$ cat src/rtl/dwq_pkg.sv
package dwq_pkg;
  localparam int DATA_W       = 64;
  localparam int NARROW_W     = 32;
  localparam int REG_W        = 7;
  localparam int BIT_W        = 6;
  localparam int BANK_BASE    = 38;
  localparam int BANK_SIZE    = 32;
  localparam int LEGACY_DELAY = 2;

  typedef struct packed {
    logic [REG_W-1:0]  dst;
    logic [DATA_W-1:0] val;
    logic              wide;
    logic              bit_en;
    logic [BIT_W-1:0]  bitn;
  } wr_ent_t;
endpackage

$ cat src/rtl/dwq_bank_map.sv
module dwq_bank_map
  import dwq_pkg::*;
(
  input  logic [REG_W-1:0] flat_i,
  output logic             fpr_o,
  output logic [REG_W-1:0] idx_o
);
  localparam logic [REG_W-1:0] LO = REG_W'(BANK_BASE);
  localparam logic [REG_W-1:0] HI = REG_W'(BANK_BASE + BANK_SIZE);

  always_comb begin
    fpr_o = (flat_i >= LO) && (flat_i < HI);
    idx_o = fpr_o ? (flat_i - LO) : flat_i;
  end
endmodule

$ cat src/rtl/dwq_slot.sv
module dwq_slot
  import dwq_pkg::*;
#(
  parameter int DLY_W = 4
) (
  input  logic             clk,
  input  logic             rst_n,
  input  logic             clr_i,
  input  logic             load_i,
  input  wr_ent_t          ent_i,
  input  logic [DLY_W-1:0] delay_i,
  input  logic             tick_i,
  input  logic             release_i,
  output logic             live_o,
  output logic             done_o,
  output logic             expire_o,
  output wr_ent_t          ent_o
);
  localparam int CW = DLY_W + 1;

  logic [CW-1:0] cnt_q;

  assign expire_o = tick_i && live_o && !done_o && (cnt_q == CW'(1));

  always_ff @(posedge clk or negedge rst_n) begin
    if (!rst_n) begin
      live_o <= 1'b0;
      done_o <= 1'b0;
      cnt_q  <= '0;
      ent_o  <= '0;
    end else if (clr_i) begin
      live_o <= 1'b0;
      done_o <= 1'b0;
      cnt_q  <= '0;
    end else if (release_i) begin
      live_o <= 1'b0;
      done_o <= 1'b0;
    end else if (load_i) begin
      live_o <= 1'b1;
      done_o <= 1'b0;
      cnt_q  <= CW'(delay_i) + CW'(1);
      ent_o  <= ent_i;
    end else if (tick_i && live_o && !done_o) begin
      cnt_q <= cnt_q - CW'(1);
      if (expire_o) done_o <= 1'b1;
    end
  end

  AST_SLOT_LOAD_FREE: assert property (@(posedge clk) disable iff (!rst_n)
    load_i |-> !live_o);
  AST_SLOT_RELEASE_DONE: assert property (@(posedge clk) disable iff (!rst_n)
    release_i |-> (live_o && (done_o || expire_o)));
  AST_SLOT_COUNT_LIVE: assert property (@(posedge clk) disable iff (!rst_n)
    (live_o && !done_o) |-> (cnt_q != '0));
  AST_SLOT_DONE_HELD: assert property (@(posedge clk) disable iff (!rst_n)
    (done_o && !release_i && !clr_i) |=> done_o);
endmodule

$ cat src/rtl/dwq_retire.sv
module dwq_retire #(
  parameter int SLOTS = 8,
  parameter int PW    = 3,
  parameter int CNT_W = 4
) (
  input  logic             tick_i,
  input  logic [PW-1:0]    rd_ptr_i,
  input  logic [SLOTS-1:0] live_i,
  input  logic [SLOTS-1:0] done_i,
  input  logic [SLOTS-1:0] expire_i,
  output logic [SLOTS-1:0] rel_o,
  output logic [CNT_W-1:0] rel_n_o
);
  logic          chain;
  logic [PW-1:0] idx;

  // Free the run of written entries that starts at the oldest one.
  always_comb begin
    chain   = tick_i;
    rel_o   = '0;
    rel_n_o = '0;
    idx     = '0;
    for (int k = 0; k < SLOTS; k++) begin
      idx        = PW'((int'(rd_ptr_i) + k) % SLOTS);
      chain      = chain && live_i[idx] && (done_i[idx] || expire_i[idx]);
      rel_o[idx] = chain;
      if (chain) rel_n_o = rel_n_o + CNT_W'(1);
    end
  end
endmodule

$ cat src/rtl/delayed_write_queue.sv
module delayed_write_queue
  import dwq_pkg::*;
#(
  parameter int SLOTS = 8,
  parameter int DLY_W = 4
) (
  input  logic                    clk,
  input  logic                    rst_n,
  input  logic                    inval,
  input  logic                    sch_valid,
  output logic                    sch_ready,
  input  logic                    sch_fill,
  input  logic [REG_W-1:0]        sch_reg,
  input  logic [DATA_W-1:0]       sch_data,
  input  logic [DLY_W-1:0]        sch_delay,
  input  logic                    sch_wide,
  input  logic                    sch_bit_en,
  input  logic [BIT_W-1:0]        sch_bit,
  input  logic                    tick,
  output logic [SLOTS-1:0]        wr_en,
  output logic [SLOTS-1:0]        wr_fpr,
  output logic [SLOTS*REG_W-1:0]  wr_idx,
  output logic [SLOTS*DATA_W-1:0] wr_data,
  output logic [SLOTS*DATA_W-1:0] wr_mask,
  output logic                    ovf_err,
  output logic                    ptr_err
);
  localparam int PW    = (SLOTS > 1) ? $clog2(SLOTS) : 1;
  localparam int CNT_W = $clog2(SLOTS + 1);
  localparam logic [DATA_W-1:0] LOW_SPAN = {{(DATA_W-NARROW_W){1'b0}}, {NARROW_W{1'b1}}};

  logic [PW-1:0]    wr_ptr, rd_ptr;
  logic [CNT_W-1:0] occ;
  logic [SLOTS-1:0] live, done, expire, rel, load;
  logic [CNT_W-1:0] rel_n;
  wr_ent_t          slot_ent [SLOTS];
  wr_ent_t          ent_new;
  logic [DLY_W-1:0] delay_new;
  logic             accept;

  logic              lane_fpr  [SLOTS];
  logic [REG_W-1:0]  lane_idx  [SLOTS];
  logic [DATA_W-1:0] lane_mask [SLOTS];
  logic [DATA_W-1:0] lane_data [SLOTS];

  // Legacy fill overrides delay and width and forbids bit mode.
  always_comb begin
    ent_new.dst    = sch_reg;
    ent_new.val    = sch_data;
    ent_new.wide   = sch_fill | sch_wide;
    ent_new.bit_en = !sch_fill && sch_bit_en;
    ent_new.bitn   = sch_bit;
    delay_new      = sch_fill ? DLY_W'(LEGACY_DELAY) : sch_delay;
  end

  assign sch_ready = !live[wr_ptr];
  assign accept    = sch_valid && sch_ready && !inval;

  dwq_retire #(.SLOTS(SLOTS), .PW(PW), .CNT_W(CNT_W)) u_retire (
    .tick_i   (tick),
    .rd_ptr_i (rd_ptr),
    .live_i   (live),
    .done_i   (done),
    .expire_i (expire),
    .rel_o    (rel),
    .rel_n_o  (rel_n)
  );

  for (genvar g = 0; g < SLOTS; g++) begin : g_slot
    logic [DATA_W-1:0] span;
    logic [DATA_W-1:0] one_bit;

    assign load[g] = accept && (wr_ptr == PW'(g));

    dwq_slot #(.DLY_W(DLY_W)) u_slot (
      .clk       (clk),
      .rst_n     (rst_n),
      .clr_i     (inval),
      .load_i    (load[g]),
      .ent_i     (ent_new),
      .delay_i   (delay_new),
      .tick_i    (tick),
      .release_i (rel[g]),
      .live_o    (live[g]),
      .done_o    (done[g]),
      .expire_o  (expire[g]),
      .ent_o     (slot_ent[g])
    );

    dwq_bank_map u_map (
      .flat_i (slot_ent[g].dst),
      .fpr_o  (lane_fpr[g]),
      .idx_o  (lane_idx[g])
    );

    assign span         = slot_ent[g].wide ? {DATA_W{1'b1}} : LOW_SPAN;
    assign one_bit      = DATA_W'(1) << slot_ent[g].bitn;
    assign lane_mask[g] = slot_ent[g].bit_en ? (span & one_bit) : span;
    assign lane_data[g] = slot_ent[g].bit_en ? ((|slot_ent[g].val) ? lane_mask[g] : '0)
                                             : (slot_ent[g].val & span);
  end

  always_ff @(posedge clk or negedge rst_n) begin
    if (!rst_n) begin
      wr_ptr  <= '0;
      rd_ptr  <= '0;
      occ     <= '0;
      ovf_err <= 1'b0;
      ptr_err <= 1'b0;
      wr_en   <= '0;
      wr_fpr  <= '0;
      wr_idx  <= '0;
      wr_data <= '0;
      wr_mask <= '0;
    end else if (inval) begin
      wr_ptr  <= '0;
      rd_ptr  <= '0;
      occ     <= '0;
      ovf_err <= 1'b0;
      ptr_err <= 1'b0;
      wr_en   <= '0;
    end else begin
      if (accept) wr_ptr <= (wr_ptr == PW'(SLOTS - 1)) ? '0 : wr_ptr + PW'(1);
      rd_ptr  <= PW'((int'(rd_ptr) + int'(rel_n)) % SLOTS);
      occ     <= occ - rel_n + CNT_W'(accept);
      ovf_err <= sch_valid && !sch_ready;
      ptr_err <= tick && (rd_ptr != wr_ptr) && (occ == '0);
      for (int i = 0; i < SLOTS; i++) begin
        wr_en[i] <= expire[i];
        if (expire[i]) begin
          wr_fpr[i]                   <= lane_fpr[i];
          wr_idx[i*REG_W +: REG_W]    <= lane_idx[i];
          wr_data[i*DATA_W +: DATA_W] <= lane_data[i];
          wr_mask[i*DATA_W +: DATA_W] <= lane_mask[i];
        end
      end
    end
  end

  AST_OCC_MATCHES_LIVE: assert property (@(posedge clk) disable iff (!rst_n)
    int'(occ) == $countones(live));
  AST_NO_PTR_MISMATCH: assert property (@(posedge clk) disable iff (!rst_n)
    tick |-> !((rd_ptr != wr_ptr) && (occ == '0)));
  AST_REJECT_HOLDS: assert property (@(posedge clk) disable iff (!rst_n)
    (sch_valid && !sch_ready && !inval) |=> (ovf_err && $stable(wr_ptr)));
  AST_INVAL_EMPTIES: assert property (@(posedge clk) disable iff (!rst_n)
    inval |=> ((occ == '0) && (live == '0) && (wr_en == '0)));
  AST_WRITE_AFTER_TICK: assert property (@(posedge clk) disable iff (!rst_n)
    (|wr_en) |-> $past(tick));
endmodule

$ cat config.mk
export PLATFORM = sky130hd
export DESIGN_NAME = delayed_write_queue
export DESIGN_NICKNAME = d
export VERILOG_FILES = /design/src/rtl/dwq_pkg.sv /design/src/rtl/dwq_bank_map.sv /design/src/rtl/dwq_slot.sv /design/src/rtl/dwq_retire.sv /design/src/rtl/delayed_write_queue.sv
export SDC_FILE = /design/constraint.sdc
export NUM_CORES = 2
export LEC_CHECK = 0
export ABC_AREA = 1
export BUFFER_PORTS_ARGS = -buffer_cell sky130_fd_sc_hd__buf_4
export CAP_MARGIN = 20
export CORE_AREA = 3 3 462 464
export CTS_CLUSTER_DIAMETER = 80
export DETAILED_ROUTE_END_ITERATION = 6
export DIE_AREA = 0 0 465 467
export MAX_ROUTING_LAYER = met4
export PLACE_DENSITY = 0.63
export SETUP_SLACK_MARGIN = 0.3
export SYNTH_ARGS = -nofsm -noshare
export SYNTH_HDL_FRONTEND = slang
export SYNTH_SLANG_ARGS = --single-unit
export TNS_END_PERCENT = 100
$ cat constraint.sdc
create_clock -name clk -period 10.2 [get_ports clk]
set_clock_uncertainty 0.05 [all_clocks]
set_input_delay 1.02 -clock clk [delete_from_list [all_inputs] [get_ports clk]]
set_output_delay 1.02 -clock clk [all_outputs]
set_load 0.05 [all_outputs]
; After elaboration in Yosys (flattened, before gate mapping)
; Index checks and enable logic that the tools add are counted.
[classes]
n_addsub = 35
n_lt_le_gt_ge = 33
eq_ne = 24
n_shift = 8
mux = 226
bitwise_logic = 27
reduce_logical = 164
[op_table]
columns = op, count
row1 = two-way mux 64 bit, 32
row2 = AND 64 bit, 16
row3 = OR reduction 64 bit, 8
row4 = "left shift 1 x 6 -> 64 bit, first input constant", 8
row5 = two-way mux 5 bit, 32
row6 = two-way mux 1 bit, 100
row7 = binary-select mux 1 bit (select 3 bit), 25
row8 = logical AND 1 bit, 70
row9 = nonzero test 4 bit, 16
row10 = bitwise mux 8 bit, 7
row11 = ">= comparator 7 x 6 -> 1 bit, second input constant", 8
row12 = "< comparator 7 bit, second input constant", 8
row13 = two-way mux 7 bit, 8
row14 = "subtractor 7 x 6 -> 7 bit, second input constant", 8
row15 = AND reduction 2 bit, 24
row16 = nonzero test 3 bit, 16
row17 = "equality test 5 x 1 -> 1 bit, second input constant", 8
row18 = "subtractor 5 x 1 -> 5 bit, second input constant", 8
row19 = "< comparator 3 x 4 -> 1 bit, second input constant", 9
row20 = two-way mux 4 bit, 9
row21 = "adder 4 x 1 -> 4 bit, second input constant", 6
row22 = demux 1 bit (select 3 bit), 8
row23 = ">= comparator 3 x 1 -> 1 bit, second input constant", 8
row24 = AND reduction 3 bit, 8
row25 = other kinds (23), 67
[word_totals]
ff_bits = 1796
out_inout_bits = 1099

; Depth between registers and ports, before layout
[depth]
depth_word = 25
mapped_depth = 47

; By module
; Synthesis repeated with hierarchy kept, for this count alone.
[hier_totals]
cells_unflattened = 11544
hier_area_um2 = 87032.2
[by_module_without_submodules]
columns = mod, instances, cells_per_inst, area_per_inst_um2, seq_area_each_um2
row1 = delayed_write_queue, 1, 7486, 54581.1, 27726.6
row2 = dwq_slot, 8, 414, 3573.4, 2152.1
row3 = dwq_retire, 1, 450, 2312.2, 0.0
row4 = dwq_bank_map, 8, 37, 193.9, 0.0

; Worst setup path before layout
; Ideal clock, no wire load.
[synth_timing]
path_type = register -> register
start = register rd_ptr[0]
end = register occ[3]
setup_ps = 119
arrival_ps = 6221
required_time_ps = 10031
setup_slack_ps = 3810
stages_incl_launch_ff = 47
n_path_buf = 3
cell_sequence = dfrtp_1 -> buf_4 -> inv_2 -> buf_2 -> buf_1 -> ha_1 -> clkinv_1 -> nand2_1 -> nand3b_1 -> nand2_1 -> nand2_1 -> nand2_1 -> inv_1 -> nor2_1 -> ha_1 -> inv_1 -> nand2_1 -> nand2_1 -> [... 11 more ...] -> ha_1 -> nand2_1 -> nand3_1 -> nand2_1 -> xor2_1 -> inv_1 -> ha_1 -> ha_1 -> a21oi_1 -> nand2_1 -> xor2_1 -> inv_1 -> nand2_1 -> nand2_1 -> inv_1 -> nand3_1 -> nand2_1 -> nor2_1
[synth_via]
elab_chain_cells = 22
elab_cells_between_ends = 97
cone_classes = add/sub: 16 / mux: 57 / reduce/logical: 24
[synth_rtl]
columns = item, line
row1 = start: declaration, delayed_write_queue.sv:32  ; logic [PW-1:0] wr_ptr, rd_ptr;
row2 = start signal: assignment, delayed_write_queue.sv:124  ; rd_ptr <= PW'((int'(rd_ptr) + int'(rel_n)) % SLOTS);
row3 = "parallel branches: the longest is 18 deep, another holds adder 4 x 1 -> 4 bit", n/a
row4 = two-way mux 4 bit (*), dwq_retire.sv:27  ; if (chain) rel_n_o = rel_n_o + CNT_W'(1);
row5 = subtractor 4 bit (*), delayed_write_queue.sv:125  ; occ <= occ - rel_n + CNT_W'(accept);
row6 = adder 4 x 1 -> 4 bit (*), delayed_write_queue.sv:125
row7 = two-way mux 4 bit (*), delayed_write_queue.sv:115  ; end else if (inval) begin
row8 = end signal: assignment, delayed_write_queue.sv:125
row9 = end: declaration, delayed_write_queue.sv:33  ; logic [CNT_W-1:0] occ;
; Every way passes the cells marked *. The select of a mux whose other input is x is not followed.
; A chain may end at the register's enable or synchronous reset.

; Worst setup path in the final report
[layout_timing]
start = register rd_ptr[1]
end = register occ[3]
; Same word-level chain as after synthesis.

==> impl_metrics.env <==
export IMPL_rows=168
export IMPL_synthArstFlopShare_pct=100
export IMPL_synthTopCellsByArea="dfrtp_1, nand2_1, o21ai_0, a21oi_1, nor2_1"
export IMPL_cts_root_buf="clkbuf_16"
export IMPL_critical_path_class="reg -> reg"
export IMPL_drc_errors=1
export IMPL_rsz0062_at_grt="no"
export IMPL_slew_headroom_pct=21.6
export IMPL_met1_usage_pct=45.1
export IMPL_cpPeakStageDelay_ps=640
export IMPL_place_congestion=1.01
export IMPL_setup_tns_ps=0
export IMPL_cts_setup_buffers=0
export IMPL_crit_arrival_ps=8560
export IMPL_core_area_sq_um=210000
export IMPL_worstSkewPairLatency_ps=890
export IMPL_fp_dieH_um=467
export IMPL_drv_cap=0
export IMPL_finalHoldViolCount=0
export IMPL_routed_wl_um=399000
export IMPL_violations="DRC"
export IMPL_grt_pass1_wl_um=554000
export IMPL_tritoncts="done"
export IMPL_io_buffers=1187
export IMPL_syn_avg_cell_area_sq_um=8.41
export IMPL_dp_hpwl_um=296000
export IMPL_synth_top_area_share_pct=55.6
export IMPL_ir_worst_vdd_mv=0.199
export IMPL_grt_max_degree=171
export IMPL_setup_viol=0
export IMPL_crit_start="rd_ptr[1]$_DFF_PN0_"
export IMPL_grt_pass1_vias=72600
export IMPL_drtPass1Iterations=7
export IMPL_leakage_nw=49.2
export IMPL_use_met2_pct=55.9
export IMPL_finalCriticalPeriod_ps=7870
export IMPL_busiest_layer="met2"
export IMPL_r2r_start="rd_ptr[1]$_DFF_PN0_"
export IMPL_synth_edf_count=0
export IMPL_hold_class="in -> async"
export IMPL_ctsResizeCount=0
export IMPL_synth_cells=9615
export IMPL_worst_hold_slack_ps=33.6
export IMPL_grt_overflow=0
export IMPL_total_power_mw=20.9
export IMPL_fmaxAchievable_ghz=0.127
export IMPL_start_util_pct=38.6
export IMPL_synth_area_sq_um=80900
export IMPL_cp_end_kind="register"
export IMPL_vias=76700
export IMPL_fillers=20700
export IMPL_synth_seq_cells=1796
export IMPL_wire_per_inst_um=29.6
export IMPL_status="finished with violations"
export IMPL_yosysMostFrequentCell="nand2_1"
export IMPL_worst_pin_slew_ps=1170
export IMPL_die_area_sq_um=217000
export IMPL_cp_endpoint="occ[3]$_DFF_PN0_"
export IMPL_die_x_um=465
export IMPL_slowest_stage="ha_1"
export IMPL_postPlaceCellArea_sq_um=91700
export IMPL_final_cell_area_sq_um=98800
export IMPL_synth_nets=9756
export IMPL_grtUsageMet3_pct=7.24
export IMPL_yosys_warnings=0
export IMPL_cpMostUsedCell="nand2_1"
export IMPL_io_pins=1188
export IMPL_slew_violations=0
export IMPL_antenna_found_initial=42
export IMPL_critPathRequiredTime_ps=10900
export IMPL_powerDensity_nw_per_um2=212
export IMPL_clkTransAtPathRegs_ps=60
export IMPL_drt_iter0_drc=8920
export IMPL_area_delta_synth_final_pct=22.1
export IMPL_cts_hold_buf=0
export IMPL_regToRegSetupSlack_ps=2330
export IMPL_cp_max_fo=18
export IMPL_ys_flop_type="dfrtp_1"
export IMPL_htree_levels=4
export IMPL_yosysTopAreaCell="dfrtp_1"
export IMPL_vias_per_cell=5.69
export IMPL_period_share_pct=77.1
export IMPL_drive_gt1_share_pct=15.8
export IMPL_numCtsBuffers=196
export IMPL_r2r_end="occ[3]$_DFF_PN0_"
export IMPL_drtAntennaViolNets=0
export IMPL_seq_area_frac_synth_pct=55.6
export IMPL_nNetsFinal=10600
export IMPL_track_usage_pct=36.7
export IMPL_cts_sinks=1796
export IMPL_cts_buffer_depth=3
export IMPL_synth_top_cells_by_count="nand2_1, dfrtp_1, o21ai_0"
export IMPL_worst_setup_path_start_kind="register"
export IMPL_ys_types=59
export IMPL_reg2regPathDepth=44
-- power by group --
part | switching (mW) | total (mW) | internal, mW
logic | 3.57 | 4.77 | 1.19
registers | 0.834 | 8.74 | 7.91
clock network | 3.17 | 7.42 | 4.25
total | 7.58 | 20.9 | 13.3
-- per-stage QoR --
step	util, %	instances	setup WS (ps)
2_1_floorplan	-	9615	3810
3_3_place_gp	43.8	13100	2150
3_5_place_dp	43.8	13100	2320
4_1_cts	47.0	13400	2310
5_1_grt	47.1	13500	1640
6_report	47.1	13500	2330
-- registers in the layout (all words and copies together), names as in the netlist, 8 cells and up --
signal / cells
wr_fpr: 8
g_slot.u_slot.live_o: 8
wr_mask: 512
wr_data: 512
g_slot.u_slot.cnt_q: 40
g_slot.u_slot.done_o: 8
wr_idx: 56
wr_en: 8
g_slot.u_slot.ent_o: 632
-- critical path: cells and delay by family (launching register included) --
kind | cells | cell delay [ps]
adders and majority gates | 8 | 2600
and+or+nand+nor | 21 | 2200
buffers and inverters | 11 | 1770
AOI/OAI and AO/OA | 2 | 420
xor gates and xnor gates | 2 | 370
DFF | 1 | 330
-- cells in the final DEF, fill, tap and decap left out, drive strengths merged, types with 73 or more instances in the layout --
master,instances
nand2,2791
dfrtp,1796
buf,1294
o21ai,1248
nor2,714
inv,609
a21oi,544
nand3,382
clkbuf,289
o31ai,167
a2bb2oi,138
nor3,123
nor4,121
o22a,73
-- kinds of logic after synthesis --
family,count (synthesis),synth area share (%)
AOI/OAI and AO/OA,2260,15.8
DFF,1796,55.6
adders and majority gates,52,0.823
buffers and inverters,1246,6.15
and+or+nand+nor,4214,21.2
xor gates and xnor gates,45,0.487
muxes,2,0.0263
-- worst min-delay path by stage --
| stage | endpoint | cells past startpoint | slack, ps | startpoint |
|---|---|---|---|---|
| after global routing | wr_en[4]$_DFF_PN0_ | 1 | 60 | rst_n |
| after floorplan | g_slot[1].u_slot.ent_o[72]$_DFFE_PN0P_ | 2 | 390 | g_slot[1].u_slot.ent_o[72]$_DFFE_PN0P_ |
| after global placement | g_slot[1].u_slot.ent_o[72]$_DFFE_PN0P_ | 2 | 410 | g_slot[1].u_slot.ent_o[72]$_DFFE_PN0P_ |
| after CTS | wr_en[4]$_DFF_PN0_ | 1 | 50 | rst_n |
| final | wr_en[4]$_DFF_PN0_ | 1 | 30 | rst_n |
| after detailed placement | wr_idx[7]$_DFFE_PN0P_ | 2 | 410 | wr_idx[7]$_DFFE_PN0P_ |
-- area by class of cell --
class / count / area (sq um) / area share, %
sequential: 1796 / 44900 / 45.5
multi-input combinational: 6573 / 31100 / 31.5
timing repair buffer: 1295 / 9970 / 10.1
clock buffer: 288 / 5720 / 5.79
tap: 2805 / 3510 / 3.55
inverter: 622 / 2360 / 2.39
clock inverter: 62 / 996 / 1.01
antenna: 46 / 115 / 0.117
-- layer usage --
| layer | vias to the layer above | wire length [um] | share of wire (%) |
|---|---|---|---|
| met5 | - | 0 | 0 |
| met4 | 0 | 28000 | 7.0 |
| li1 | 33600 | - | - |
| met1 | 38400 | 155000 | 39 |
| met2 | 3940 | 183000 | 46 |
| met3 | 789 | 33200 | 8.3 |
(Power assumes the default switching activity.)
